==> src/rtl/rmw_pkg.sv <==
package rmw_pkg;
    localparam int LINK_W    = 32;
    localparam int REM_W     = 36;
    localparam int PRIV_W    = 4;
    localparam int OFS_W     = 28;
    localparam int SEG_IX_W  = 6;
    localparam int BASE_LSB  = 12;
    localparam int CFG_W     = 32;
    localparam int MIN_SHIFT = 16;

    typedef enum logic [1:0] {
        ST_OK       = 2'd0,
        ST_OUTSIDE  = 2'd1,
        ST_UNMAPPED = 2'd2
    } xl_status_e;

    typedef struct packed {
        logic [3:0] seg_sel;
        logic [3:0] rx_pos;
        logic [3:0] tx_ign;
        logic [3:0] tx_pos;
    } xl_cfg_t;

    function automatic logic [3:0] clamp4(input logic [3:0] v, input logic [3:0] lim);
        return (v > lim) ? lim : v;
    endfunction
endpackage

==> src/rtl/rmw_tx_overlay.sv <==
module rmw_tx_overlay
    import rmw_pkg::*;
#(
    parameter int          AW       = LINK_W,
    parameter int          OW       = OFS_W,
    parameter int          PW       = PRIV_W,
    parameter logic [31:0] WIN_BASE = 32'h4000_0000
) (
    input  logic [AW-1:0] addr,
    input  logic [PW-1:0] priv,
    input  logic [3:0]    tx_pos,
    input  logic [3:0]    tx_ign,
    output logic          in_win,
    output logic [AW-1:0] link_addr
);
    localparam int MAX_POS = AW - PW - MIN_SHIFT;
    localparam int MAX_IGN = OW - MIN_SHIFT - 1;

    logic [3:0]    pos_c;
    logic [3:0]    ign_c;
    logic [AW-1:0] keep_mask;
    logic [AW-1:0] priv_mask;
    logic [AW-1:0] ofs;

    always_comb begin
        in_win    = (addr[AW-1:OW] == WIN_BASE[AW-1:OW]);
        ign_c     = clamp4(tx_ign, 4'(MAX_IGN));
        pos_c     = clamp4(tx_pos, 4'(MAX_POS));
        keep_mask = (AW'(1) << (ign_c + MIN_SHIFT + 1)) - AW'(1);
        ofs       = addr & keep_mask;
        priv_mask = AW'({PW{1'b1}}) << (pos_c + MIN_SHIFT);
        if (tx_pos != 4'd0) begin
            link_addr = (ofs & ~priv_mask) | (AW'(priv) << (pos_c + MIN_SHIFT));
        end else begin
            link_addr = ofs;
        end
    end
endmodule

==> src/rtl/rmw_rx_segment.sv <==
module rmw_rx_segment
    import rmw_pkg::*;
#(
    parameter int AW  = LINK_W,
    parameter int OW  = OFS_W,
    parameter int PW  = PRIV_W,
    parameter int IXW = SEG_IX_W
) (
    input  logic [AW-1:0]  link_addr,
    input  logic [3:0]     rx_pos,
    input  logic [3:0]     seg_sel,
    output logic [PW-1:0]  priv,
    output logic [IXW-1:0] seg_idx,
    output logic [AW-1:0]  seg_ofs
);
    localparam int MAX_POS = AW - PW - MIN_SHIFT;
    localparam int MAX_SEG = OW - MIN_SHIFT;

    logic [3:0]    pos_c;
    logic [3:0]    sel_c;
    logic [AW-1:0] pmask;
    logic [AW-1:0] cleared;
    logic [AW-1:0] offset;
    logic [AW-1:0] smask;

    always_comb begin
        pos_c = clamp4(rx_pos, 4'(MAX_POS));
        sel_c = clamp4(seg_sel, 4'(MAX_SEG));
        pmask = AW'({PW{1'b1}}) << (pos_c + MIN_SHIFT);
        if (rx_pos != 4'd0) begin
            priv    = PW'(link_addr >> (pos_c + MIN_SHIFT));
            cleared = link_addr & ~pmask;
        end else begin
            priv    = '0;
            cleared = link_addr;
        end
        offset  = AW'(cleared[OW-1:0]);
        smask   = (AW'(1) << (sel_c + MIN_SHIFT)) - AW'(1);
        seg_idx = IXW'(offset >> (sel_c + MIN_SHIFT));
        seg_ofs = offset & smask;
    end
endmodule

==> src/rtl/rmw_seg_table.sv <==
module rmw_seg_table
    import rmw_pkg::*;
#(
    parameter int IXW = SEG_IX_W,
    parameter int BW  = REM_W - BASE_LSB,
    parameter int DW  = CFG_W
) (
    input  logic           clk,
    input  logic           rst_n,
    input  logic           cfg_we,
    input  logic [IXW:0]   cfg_addr,
    input  logic [DW-1:0]  cfg_wdata,
    input  logic [IXW-1:0] rd_idx,
    output xl_cfg_t        cfg,
    output logic           rd_valid,
    output logic [BW-1:0]  rd_base
);
    localparam int SEG_N = 1 << IXW;

    xl_cfg_t     cfg_d, cfg_q;
    logic        ent_valid [SEG_N];
    logic [BW-1:0] ent_base [SEG_N];

    always_comb begin
        cfg_d = cfg_q;
        if (cfg_we && (cfg_addr == '0)) begin
            cfg_d = xl_cfg_t'(cfg_wdata[15:0]);
        end
    end

    always_ff @(posedge clk or negedge rst_n) begin
        if (!rst_n) cfg_q <= '0;
        else        cfg_q <= cfg_d;
    end

    for (genvar g = 0; g < SEG_N; g++) begin : g_ent
        logic          valid_d, valid_q;
        logic [BW-1:0] base_d, base_q;

        always_comb begin
            valid_d = valid_q;
            base_d  = base_q;
            if (cfg_we && cfg_addr[IXW] && (cfg_addr[IXW-1:0] == IXW'(g))) begin
                valid_d = cfg_wdata[DW-1];
                base_d  = cfg_wdata[BW-1:0];
            end
        end

        always_ff @(posedge clk or negedge rst_n) begin
            if (!rst_n) begin
                valid_q <= 1'b0;
                base_q  <= '0;
            end else begin
                valid_q <= valid_d;
                base_q  <= base_d;
            end
        end

        assign ent_valid[g] = valid_q;
        assign ent_base[g]  = base_q;
    end

    assign cfg      = cfg_q;
    assign rd_valid = ent_valid[rd_idx];
    assign rd_base  = ent_base[rd_idx];
endmodule

==> src/rtl/rmw_xlate.sv <==
module rmw_xlate
    import rmw_pkg::*;
#(
    parameter int          AW       = LINK_W,
    parameter int          RW       = REM_W,
    parameter int          PW       = PRIV_W,
    parameter int          OW       = OFS_W,
    parameter int          IXW      = SEG_IX_W,
    parameter int          DW       = CFG_W,
    parameter logic [31:0] WIN_BASE = 32'h4000_0000
) (
    input  logic           clk,
    input  logic           rst_n,
    input  logic           req_valid,
    output logic           req_ready,
    input  logic [AW-1:0]  req_addr,
    input  logic [PW-1:0]  req_priv,
    output logic           out_valid,
    input  logic           out_ready,
    output logic [1:0]     out_status,
    output logic [AW-1:0]  out_link_addr,
    output logic [RW-1:0]  out_remote_addr,
    output logic [PW-1:0]  out_priv,
    input  logic           cfg_we,
    input  logic [IXW:0]   cfg_addr,
    input  logic [DW-1:0]  cfg_wdata
);
    localparam int BW = RW - BASE_LSB;

    typedef struct packed {
        logic          valid;
        xl_status_e    status;
        logic [AW-1:0] link;
        logic [RW-1:0] remote;
        logic [PW-1:0] priv;
    } out_t;

    out_t out_d, out_q;

    xl_cfg_t        cfg;
    logic           in_win;
    logic [AW-1:0]  link;
    logic [PW-1:0]  rx_priv;
    logic [IXW-1:0] seg_idx;
    logic [AW-1:0]  seg_ofs;
    logic           ent_valid;
    logic [BW-1:0]  ent_base;
    logic           accept;

    rmw_seg_table #(.IXW(IXW), .BW(BW), .DW(DW)) i_table (
        .clk       (clk),
        .rst_n     (rst_n),
        .cfg_we    (cfg_we),
        .cfg_addr  (cfg_addr),
        .cfg_wdata (cfg_wdata),
        .rd_idx    (seg_idx),
        .cfg       (cfg),
        .rd_valid  (ent_valid),
        .rd_base   (ent_base)
    );

    rmw_tx_overlay #(.AW(AW), .OW(OW), .PW(PW), .WIN_BASE(WIN_BASE)) i_tx (
        .addr      (req_addr),
        .priv      (req_priv),
        .tx_pos    (cfg.tx_pos),
        .tx_ign    (cfg.tx_ign),
        .in_win    (in_win),
        .link_addr (link)
    );

    rmw_rx_segment #(.AW(AW), .OW(OW), .PW(PW), .IXW(IXW)) i_rx (
        .link_addr (link),
        .rx_pos    (cfg.rx_pos),
        .seg_sel   (cfg.seg_sel),
        .priv      (rx_priv),
        .seg_idx   (seg_idx),
        .seg_ofs   (seg_ofs)
    );

    assign req_ready = !out_q.valid || out_ready;
    assign accept    = req_valid && req_ready;

    always_comb begin
        out_d = out_q;
        if (accept) begin
            out_d.valid = 1'b1;
            if (!in_win) begin
                out_d.status = ST_OUTSIDE;
                out_d.link   = '0;
                out_d.remote = '0;
                out_d.priv   = '0;
            end else if (!ent_valid) begin
                out_d.status = ST_UNMAPPED;
                out_d.link   = link;
                out_d.remote = '0;
                out_d.priv   = rx_priv;
            end else begin
                out_d.status = ST_OK;
                out_d.link   = link;
                out_d.remote = {ent_base, {BASE_LSB{1'b0}}} + RW'(seg_ofs);
                out_d.priv   = rx_priv;
            end
        end else if (out_ready) begin
            out_d.valid = 1'b0;
        end
    end

    always_ff @(posedge clk or negedge rst_n) begin
        if (!rst_n) out_q <= '0;
        else        out_q <= out_d;
    end

    assign out_valid       = out_q.valid;
    assign out_status      = out_q.status;
    assign out_link_addr   = out_q.link;
    assign out_remote_addr = out_q.remote;
    assign out_priv        = out_q.priv;
endmodule

==> config.mk <==
export PLATFORM = sky130hd
export DESIGN_NAME = rmw_xlate
export DESIGN_NICKNAME = d
export VERILOG_FILES = /design/src/rtl/rmw_pkg.sv /design/src/rtl/rmw_tx_overlay.sv /design/src/rtl/rmw_rx_segment.sv /design/src/rtl/rmw_seg_table.sv /design/src/rtl/rmw_xlate.sv
export SDC_FILE = /design/constraint.sdc
export NUM_CORES = 2
export LEC_CHECK = 0
export BUFFER_PORTS_ARGS = -buffer_cell sky130_fd_sc_hd__buf_2
export CORE_MARGIN = 4
export CORE_UTILIZATION = 57
export CTS_BUF_LIST = sky130_fd_sc_hd__clkbuf_16
export CTS_CLUSTER_DIAMETER = 60
export DETAILED_ROUTE_END_ITERATION = 10
export PLACE_DENSITY_LB_ADDON = 0.25
export SYNTH_ARGS = -nofsm -noshare
export SYNTH_HDL_FRONTEND = slang
export SYNTH_HIERARCHICAL = 1
export SYNTH_SLANG_ARGS = --single-unit
export TNS_END_PERCENT = 5
==> constraint.sdc <==
create_clock -name clk -period 5.4 [get_ports clk]
set_clock_uncertainty 0.05 [all_clocks]
set_input_delay 0.27 -clock clk [delete_from_list [all_inputs] [get_ports clk]]
set_output_delay 0.27 -clock clk [all_outputs]
set_load 0.005 [all_outputs]
==> qor.yml <==
synth:
  synth-edff-count: 0
  yosysUniqueCellTypes: 95
  synth_top_cell_by_area: "dfrtp_1"
  synth_top_area_frac: 0.531
  synth-seq-area-share: 0.531
  syn_area_per_cell_um2: 14.7
  ys_seq_elements: 1691
  synth-main-ff-cell: "dfrtp_1"
  ys_warn_count: 6
  ys_async_sr_fraction: 1.00
  synthCells: 5404
  synth_area_leaders: "dfrtp_1, mux2_2, mux4_2"
  synth_area_mm2: 0.0797
timing:
  layout_setup_ws_ns: -0.531
  slew_violations: 0
  layout_min_cycle_time_ns: 5.93
  fin_setup_tns_ns: -7.37
  timing.hold.ws_ns: -0.00574
  fmax_ghz: 0.169
  slew_headroom: 0.187
  period_share: 1.10
  finalHoldViolations: 9
  rsz0062_at_grt: "yes"
  setup_viol: 20
  tightest_slew_ns: 1.22
drt:
  drt_iter0_markers: 3649
  wirelength_um: 217000
  ant_nets: 0
  drc: 0
  first_pass_iters: 5
  via_per_inst: 6.33
  vias: 49800
  wl_per_cell_um: 27.6
global_route:
  grt_use_met3: 0.0558
  grt_pass1_wl_um: 331000
  grt_util_met1: 0.413
  antenna_found_initial: 11
  grt.busiest_layer: "met2"
  gr-usage-met2: 0.479
  grt_max_degree: 179
  grtUsageTotal: 0.300
  first_global_vias: 52200
  overflow: 0
layout:
  drive_above_1_share: 0.546
  synthToLayoutAreaGrowth_pct: 16.5
  fin_cells: 7865
  fill_cells: 9620
  final_cell_area_mm2: 0.0928
  finalNetCount: 5958
floorplan:
  coreArea_mm2: 0.138
  initial_utilization: 0.577
  fp.dieW_um: 382
  die_area_mm2: 0.146
  dieHeight_um: 382
  boundaryPins: 156
  rows: 136
clocking:
  clockBufferDepth: 3
  insertion_delay_ns: 0.82
  cts_made_buffers: 175
  clkSlewWorstSetupHoldPaths_ns: 0.06
  cts.sinks: 1691
  root_buffer: "clkbuf_16"
  cts_tree: "built"
  htree_levels: 4
placed_design:
  dpl-instance-area_mm2: 0.0854
  hpwlAfterDp_um: 134000
  portBuffers: 148
  placed_cells: 7434
  gp_congestion: 0.937
  dp_slack_ns: -1.47
power:
  leakagePower_uw: 0.0440
  ir_drop_uv: 311
  cellPowerDensity_mw_per_mm2: 370
min_path:
  hp-class: "primary input to asynchronous set/reset pin"
critical_path:
  crit_path_start_kind: "flop"
  arrival_ns: 6.55
  critical_path_class: "flop to flop"
  cp_data_required_time_ns: 6.02
  crit_path_end_kind: "flop"
  worst-path-max-fanout: 15
status:
  outcome: "complete, but fails checks"
  violations: "hold timing, setup timing"
run:
  maxCapViolCount: 0
## sequential cells by signal (all words and copies together), names as in the netlist
name and count:
i_table/g_ent.base_q 1536, i_table/g_ent.valid_q 64, out_remote_addr 36, out_link_addr 32, i_table/cfg 16, out_priv 4
out_status 2, out_valid 1
## layer usage
metal | up-vias | wire length, um | part of all wire
met5 | - | 13 | 0.000060
met4 | 2 | 9380 | 0.043
met3 | 424 | 14200 | 0.065
met2 | 1640 | 103000 | 0.47
met1 | 26800 | 91200 | 0.42
li1 | 20900 | - | -
## kinds of logic after synthesis
family          count (synthesis)  synth area share
compound gates                428            0.0360
simple gates                  466            0.0278
buf+inv                       558            0.0317
flops                        1691             0.531
xor+xnor                       10           0.00110
other cells                     2         0.0000942
mux                          2222             0.368
fa+ha+maj                      27           0.00433
## critical path, cell delays in order, from the launching register on
cell	delay, ns
dfrtp_2	0.43
buf_6	0.15
nand2b_1	0.18
o221ai_4	0.22
a32oi_1	0.10
o21ai_2	0.13
o211ai_1	0.15
buf_4	0.17
buf_4	0.14
nor4_1	0.28
o41ai_2	0.13
buf_4	0.15
nand2_4	0.10
buf_12	0.24
buf_12	0.20
buf_4	0.24
mux4_2	0.36
nor2b_1	0.18
a211oi_2	0.27
o22ai_1	0.11
and4_2	0.24
ha_1	0.30
a21o_1	0.18
a21o_1	0.19
a21oi_2	0.16
a22o_1	0.23
a2111oi_4	0.09
or3b_1	0.36
## metrics by stage
step	util	power, uW
floorplan	-	18600
detailed placement	0.618	22100
CTS	0.667	34100
finish	0.672	34300
global route	0.672	35600
global placement	0.618	21900
## path summary, 6_finish.rpt
| kind | slack (ns) | depth (start not counted) | from | to |
|---|---|---|---|---|
| worst max register to register | -0.53 | 27 | i_table/cfg[0] | out_remote_addr[33] |
| worst max-delay path | -0.53 | 27 | i_table/cfg[0] | out_remote_addr[33] |
| min in group clk | 0.05 | 6 | req_addr[23] | out_link_addr[23] |
| worst min-delay path | -0.006 | 2 | rst_n | i_table/g_ent[13].base_q[10] |
| max in group asynchronous | 3.71 | 3 | rst_n | i_table/g_ent[61].base_q[0] |
| worst min register to register | 0.42 | 2 | out_remote_addr[22] | out_remote_addr[22] |
## what timing repair did
action	CTS	global route
pin swaps	38	48
setup endpoints to repair	37	36
gates resized for setup	111	95
hold buffers	25	0
gates cloned	4	2
endpoints found under the hold margin	207	0
setup buffers	44	29
## placed cells by master (no fill, tap or decap), types with 55 or more instances in the layout
cell type and count:
buf_12 63, buf_2 146, buf_4 533, clkbuf_16 178, dfrtp_1 1688, mux2_2 1685, mux2i_1 134, mux4_2 397
nand2_1 214, nor2_1 55, o21ai_0 103
## layout make-up
type                       count  area, um^2  share of cell area
sequential                  1691       42300               0.456
multi-input combinational   3159       35700               0.385
timing repair buffer         806        6890              0.0742
clock buffer                 176        4400              0.0474
tap                         1863        2330              0.0251
clock inverter               144        1080              0.0116
inverter                      18        67.6            0.000728
antenna                        8        20.0            0.000216
## where the power goes
group	switching, uW	internal [uW]
Clock	5160	6440
Combinational	4310	4260
Sequential	492	13700
Total	9960	24400
## Yosys cell counts, drive strengths merged (3+ instances only)
library cell	n
nand2b	18
a32o	3
clkbuf	347
mux2i	138
o211ai	16
and3	7
a22o	31
or3	4
a22oi	15
o311ai	3
a21oi	59
a311oi	3
a31oi	12
mux4	398
nor3	24
nor2b	13
nand4	6
xnor2	4
xor2	6
dfrtp	1691
or3b	3
o21a	8
a211oi	17
a211o	5
nor4	6
inv	18
o21ai	153
nor2	81
a32oi	5
nand3b	4
nand2	224
a21boi	4
buf	193
o22ai	26
o31ai	4
mux2	1686
or2	11
o221ai	6
nand3	38
ha	26
a21o	6
a31o	3
and2	18
a221oi	31
No activity file was read; power rests on OpenSTA's default activity.
